===== src/rtl/wf_pkg.sv =====
package wf_pkg;

    localparam int STATE_W = 2;

    typedef enum logic [STATE_W-1:0] {
        WF_SEARCH = 2'b00,
        WF_SPIN   = 2'b01,
        WF_SEEK   = 2'b10,
        WF_LEAVE  = 2'b11
    } wf_state_e;

    typedef struct packed {
        logic fwd;
        logic left;
        logic right;
    } wf_cmd_t;

    typedef struct packed {
        wf_state_e state;
    } wf_regs_t;

endpackage


===== src/rtl/wf_step_logic.sv =====
module wf_step_logic
    import wf_pkg::*;
(
    input  wf_state_e cur,
    input  logic      feel_l,
    input  logic      feel_r,
    output wf_state_e nxt
);
    always_comb begin
        nxt = cur;
        unique case (cur)
            WF_SEARCH: if (feel_l || feel_r) nxt = WF_SPIN;
            WF_SPIN:   if (!feel_l && !feel_r) nxt = WF_SEEK;
            WF_SEEK: begin
                if (feel_l)      nxt = WF_SPIN;
                else if (feel_r) nxt = WF_LEAVE;
            end
            WF_LEAVE: begin
                if (feel_l)       nxt = WF_SPIN;
                else if (!feel_r) nxt = WF_SEEK;
            end
            default: nxt = WF_SEARCH;
        endcase
    end
endmodule


===== src/rtl/wf_act_decode.sv =====
module wf_act_decode
    import wf_pkg::*;
(
    input  wf_state_e cur,
    output wf_cmd_t   cmd
);
    always_comb begin
        cmd = '0;
        unique case (cur)
            WF_SEARCH: cmd.fwd = 1'b1;
            WF_SPIN:   cmd.left = 1'b1;
            WF_SEEK: begin
                cmd.fwd   = 1'b1;
                cmd.right = 1'b1;
            end
            WF_LEAVE: begin
                cmd.fwd  = 1'b1;
                cmd.left = 1'b1;
            end
            default: cmd.fwd = 1'b1;
        endcase
    end
endmodule


===== src/rtl/wall_follow_ctrl.sv =====
module wall_follow_ctrl
    import wf_pkg::*;
(
    input  logic clk,
    input  logic rst,
    input  logic ant_l,
    input  logic ant_r,
    output logic step_fwd,
    output logic turn_left,
    output logic turn_right
);
    wf_regs_t  regs_d;
    wf_regs_t  regs_q;
    wf_state_e step_nxt;
    wf_cmd_t   cmd;

    wf_step_logic u_step (
        .cur    (regs_q.state),
        .feel_l (ant_l),
        .feel_r (ant_r),
        .nxt    (step_nxt)
    );

    wf_act_decode u_act (
        .cur (regs_q.state),
        .cmd (cmd)
    );

    always_comb begin
        regs_d = regs_q;
        regs_d.state = step_nxt;
        if (rst) regs_d.state = WF_SEARCH;
    end

    always_ff @(posedge clk) begin
        regs_q <= regs_d;
    end

    assign step_fwd   = cmd.fwd;
    assign turn_left  = cmd.left;
    assign turn_right = cmd.right;
endmodule


===== config.mk =====
export PLATFORM = sky130hd
export DESIGN_NAME = wall_follow_ctrl
export DESIGN_NICKNAME = d
export VERILOG_FILES = /design/src/rtl/wf_pkg.sv /design/src/rtl/wf_step_logic.sv /design/src/rtl/wf_act_decode.sv /design/src/rtl/wall_follow_ctrl.sv
export SDC_FILE = /design/constraint.sdc
export NUM_CORES = 1
export LEC_CHECK = 0
export BUFFER_PORTS_ARGS = -buffer_cell sky130_fd_sc_hd__buf_2
export CAP_MARGIN = 20
export CORE_AREA = 2 2 39 41
export DETAILED_ROUTE_END_ITERATION = 12
export DIE_AREA = 0 0 41 43
export GPL_ROUTABILITY_DRIVEN = 0
export PLACE_DENSITY_LB_ADDON = 0.25
export SLEW_MARGIN = 20
export SYNTH_ARGS = -nofsm -noshare
export SYNTH_HDL_FRONTEND = slang
export SYNTH_SLANG_ARGS = --single-unit

===== constraint.sdc =====
create_clock -name clk -period 1.2 [get_ports clk]
set_clock_uncertainty 0.2 [all_clocks]
set_input_delay 0.06 -clock clk [delete_from_list [all_inputs] [get_ports clk]]
set_output_delay 0.06 -clock clk [all_outputs]
set_load 0.1 [all_outputs]

-- Yosys cells after proc, flatten, opt, wreduce, memory -nomap -nowiden
Cells that the tools add are included.
- eq/ne operators: 7
- multiplexer cells: 10
- reductions and logical operators: 8
- operators by type and width (operator ; number):
    two-way mux 2 bit ; 6
    case mux 2 bit (4 select lines) ; 1
    inequality test 3 bit (second input constant) ; 2
    equality test 2 bit (second input constant) ; 2
    inequality test 2 bit (second input constant) ; 2
    AND reduction 4 bit ; 1
    two-way mux 1 bit ; 3
    OR reduction 3 bit ; 1
    equality test 2 x 1 -> 1 bit (second input constant) ; 1
    zero test 1 bit ; 2
    zero test 2 bit ; 1
    OR reduction 2 bit ; 1
    logical AND 1 bit ; 1
    logical OR 1 bit ; 1
- register bits after elaboration: 2
- bits of input ports: 4
- output and inout port bits: 3
- word-level logic and storage cells: 26

-- Logic depth before layout (Yosys ltp)
- depth after elaboration: 4
- depth in mapped cells: 2

-- Cells and area by module
A second synthesis with hierarchy kept.
- cell total of the unflattened synthesis: 11
- area total of the unflattened synthesis: 93.8 sq um
- by module, submodules not included (module ; instances ; cells an instance ; area each (sq um) ; sequential area each (sq um)):
    wall_follow_ctrl ; 1 ; 4 ; 52.6 ; 40.0
    wf_step_logic ; 1 ; 4 ; 25.0 ; 0.0
    wf_act_decode ; 1 ; 3 ; 16.3 ; 0.0

-- Least setup slack after synthesis
Ideal clock, no wire load.
- path kind: register to output
- start point: reg regs_q[0] in the netlist's numbering
- end point: out turn_left
- arrival: 1178 ps
- slack: -238 ps
- cell stages (with the launch flop): 2
- buffers on the path: 1
- cells stage by stage: dfxtp_1 -> clkbuf_1
- cells in the longest elaborated chain, start to end: 3
- elaborated cells between the ends (all ways): 4
- classes of those cells: eq/ne (2); mux (1); reduce/logical (1)
- ends and longest elaborated chain (element ; RTL line ; source):
    start, declared ; wall_follow_ctrl.sv:13 ; wf_regs_t regs_q;
    start signal, assigned ; wall_follow_ctrl.sv:36 ; regs_q <= regs_d;
    equality test 2 x 1 -> 1 bit or equality test 2 bit (tied branches) ; wf_act_decode.sv:9 ; unique case (cur)
    OR reduction 2 bit (no line) * ; - ;
    two-way mux 1 bit * ; wf_act_decode.sv:9 ;
    end, declared ; wall_follow_ctrl.sv:9 ; output logic turn_left,
Every way passes the cells marked *; elsewhere a longest branch is shown, timed or not.

-- Final worst setup path
- start point: reg regs_q[0] in the netlist's numbering
- end point: out turn_right
- cells in the longest elaborated chain, start to end: 2
- ends and longest elaborated chain (element ; RTL line ; source):
    equality test 2 bit ; wf_act_decode.sv:9 ;
    two-way mux 1 bit ; wf_act_decode.sv:9 ;
    end, declared ; wall_follow_ctrl.sv:10 ; output logic turn_right
No other way between the ends.

==> metrics.txt <==
antenna diode count=0; clock root cell=clkbuf_4; synthesized flop and latch total=2; mapped cell area=83.83 um^2; commonest cells after routing, fill and taps aside=3 x nor2_1, 3 x clkbuf_4, 3 x dlygate4sd3_1, 3 x buf_2, 3 x buf_12; via count=103; fill count=155; CP cell instances=and2b_2 -> buf_12; internal power=0.0002207 W; Pwr per Cell Area=1282 mW/mm^2; Max FO, Critical Path=3; Hold Path Class=flop to flop; Largest Register=regs_q; combinational share of power=0.299; net switching power=0.00009216 W; leakage=0.1073 nW; IO Pins=7; Detailed Route Iter0 Violations=1; setup bufs post-CTS=0; IO buf count=6; Routed WL=230 um; Area growth, synth to finish=191.0%; Worst-Skew Late Latency=0.22 ns; clk buf depth=2; sw frac=0.2945; pre-CTS setup slack=0.2259 ns; Core ar.=0.001384 mm^2; RSZ-0062 raised after global routing=yes; Slew Limit Fails=0; period utilisation layout=0.9880; Multi-input gate area=47.55 um^2; Reg clk slew, reported paths=0.03 ns; vias per cell=2.711; Yosys cell types=7; YS warnings=0; FF/Latch Area=41.29 um^2; antenna-violating nets left=0; die area=0.001763 mm^2; dpl cells=32; first-pass GRT wire length=358 um; DIE WIDTH=41 um; post-place instance area=185.2 um^2; endpoints failing setup=0; Reg power frac=0.232; total track usage=0.04008; startpoint type of the worst setup path=flop; TritonRoute pass-1 iters=2; largest net degree at the start of global routing=4; layout cell share with drive strength beyond 1=0.5909; Rel. slew slack=0.9349; Initial Util=0.06058; Synth Instances=10; design area=244.0 um^2; peak supply drop=0.1763 mV; H-tree levels=1; total of max-cap violations=0; clock sinks=2; final hold violation count=0; final non-filler cell total=38; Critical Path RT=0.94 ns; Largest register FFs=2; Worst Path Arrival=0.93 ns; biggest regs=regs_q: 2 flops; CTS tree=yes; total congestion overflow=0; CP max stage delay=0.31 ns; Num CTS Buffers=3; WL/cell=6.053 um; TNS Setup=0 ns; fmax=843.4 MHz; drc violations=0; initial antenna violation count=0; status=finished clean; sequential-to-total area share from yosys stat=0.4776; vias in the first global route=99; Crit. End Element=output pin; Post-Syn Area per Cell=8.383 um^2; fin crit period=1.186 ns; slowest cell on the critical path=dfxtp_2; path type of the worst setup path=flop to output pin; fin nets=28; worst-margin pin slew=0.09738 ns; setup ws final=0.01436 ns; Rows=14; clock share of power=0.469; Die Ht=43 um; syn nets=14
-- worst max-delay path, delay by kind of cell, from the launching register on --
family,cells,cell delay (ns)
buf+inv,1,0.16
flops,1,0.31
simple gates,1,0.23
-- synth_stat cells --
master | count | area, um^2
o21a_1 | 1 | 7.510
nand2b_1 | 1 | 6.260
nor2_1 | 3 | 11.26
clkbuf_1 | 1 | 3.750
nor2b_1 | 1 | 6.260
and2b_2 | 1 | 8.760
dfxtp_1 | 2 | 40.04
-- final timing paths --
check | depth (start not counted) | slack [ns] | start | to
max | 2 | 0.01 | regs_q[0]$_SDFFE_PP0P_ | turn_right
min | 1 | 0.28 | regs_q[1]$_SDFFE_PP0P_ | regs_q[1]$_SDFFE_PP0P_
max reg2reg | 2 | 0.31 | regs_q[0]$_SDFFE_PP0P_ | regs_q[1]$_SDFFE_PP0P_
min reg2reg | 1 | 0.28 | regs_q[1]$_SDFFE_PP0P_ | regs_q[1]$_SDFFE_PP0P_
-- kinds of logic after synthesis --
logic type | synth area share
AO/OA/AOI/OAI | 0.08959
buffers and inverters | 0.04473
flip-flops | 0.4776
AND/OR/NAND/NOR | 0.3882
-- stage by stage --
stage	hold slack, ns	power [W]	util
6_report	0.2830	0.0003129	0.1763
4_1_cts	0.2814	0.0003233	0.1727
5_1_grt	0.3250	0.0003358	0.1763
3_5_place_dp	0.04926	0.0001578	0.1338
3_3_place_gp	0.03908	0.0001562	0.1338
2_1_floorplan	-0.06762	0.0001233	-
-- routing by layer --
layer / wire length, um / vias to the layer above / GRT usage
met5: 0 / - / 0
met4: 0 / 0 / 0.06000
met3: 37 / 0 / 0.04712
met2: 101 / 7 / 0.03438
met1: 90 / 41 / 0.03514
li1: - / 55 / -
-- power groups by stage --
stage | registers (W) | clock network (W) | logic (W)
after global placement | 0.0000729 | 0 | 0.0000833
after detailed placement | 0.0000731 | 0 | 0.0000847
final | 0.0000727 | 0.000147 | 0.0000934
after floorplan | 0.0000734 | 0 | 0.0000499
after global routing | 0.0000729 | 0.000165 | 0.0000980
after CTS | 0.0000727 | 0.000159 | 0.0000921
-- area by class of cell --
| cell class | instances | share of cell area |
|---|---|---|
| repair buffers | 10 | 0.4615 |
| multi-input cells | 7 | 0.1949 |
| flip-flops and latches | 2 | 0.1692 |
| clock buffers | 3 | 0.09231 |
| well taps | 16 | 0.08205 |
-- repair_timing --
item | 4_1_cts | 5_1_grt
pin swaps | 0 | 0
gates cloned | 0 | 0
gates resized for setup | 1 | 1
endpoints found under the setup margin | 1 | 2
hold endpoints to repair | 2 | 0
hold buffers | 3 | 0
Power figures use the tool's default switching activity.
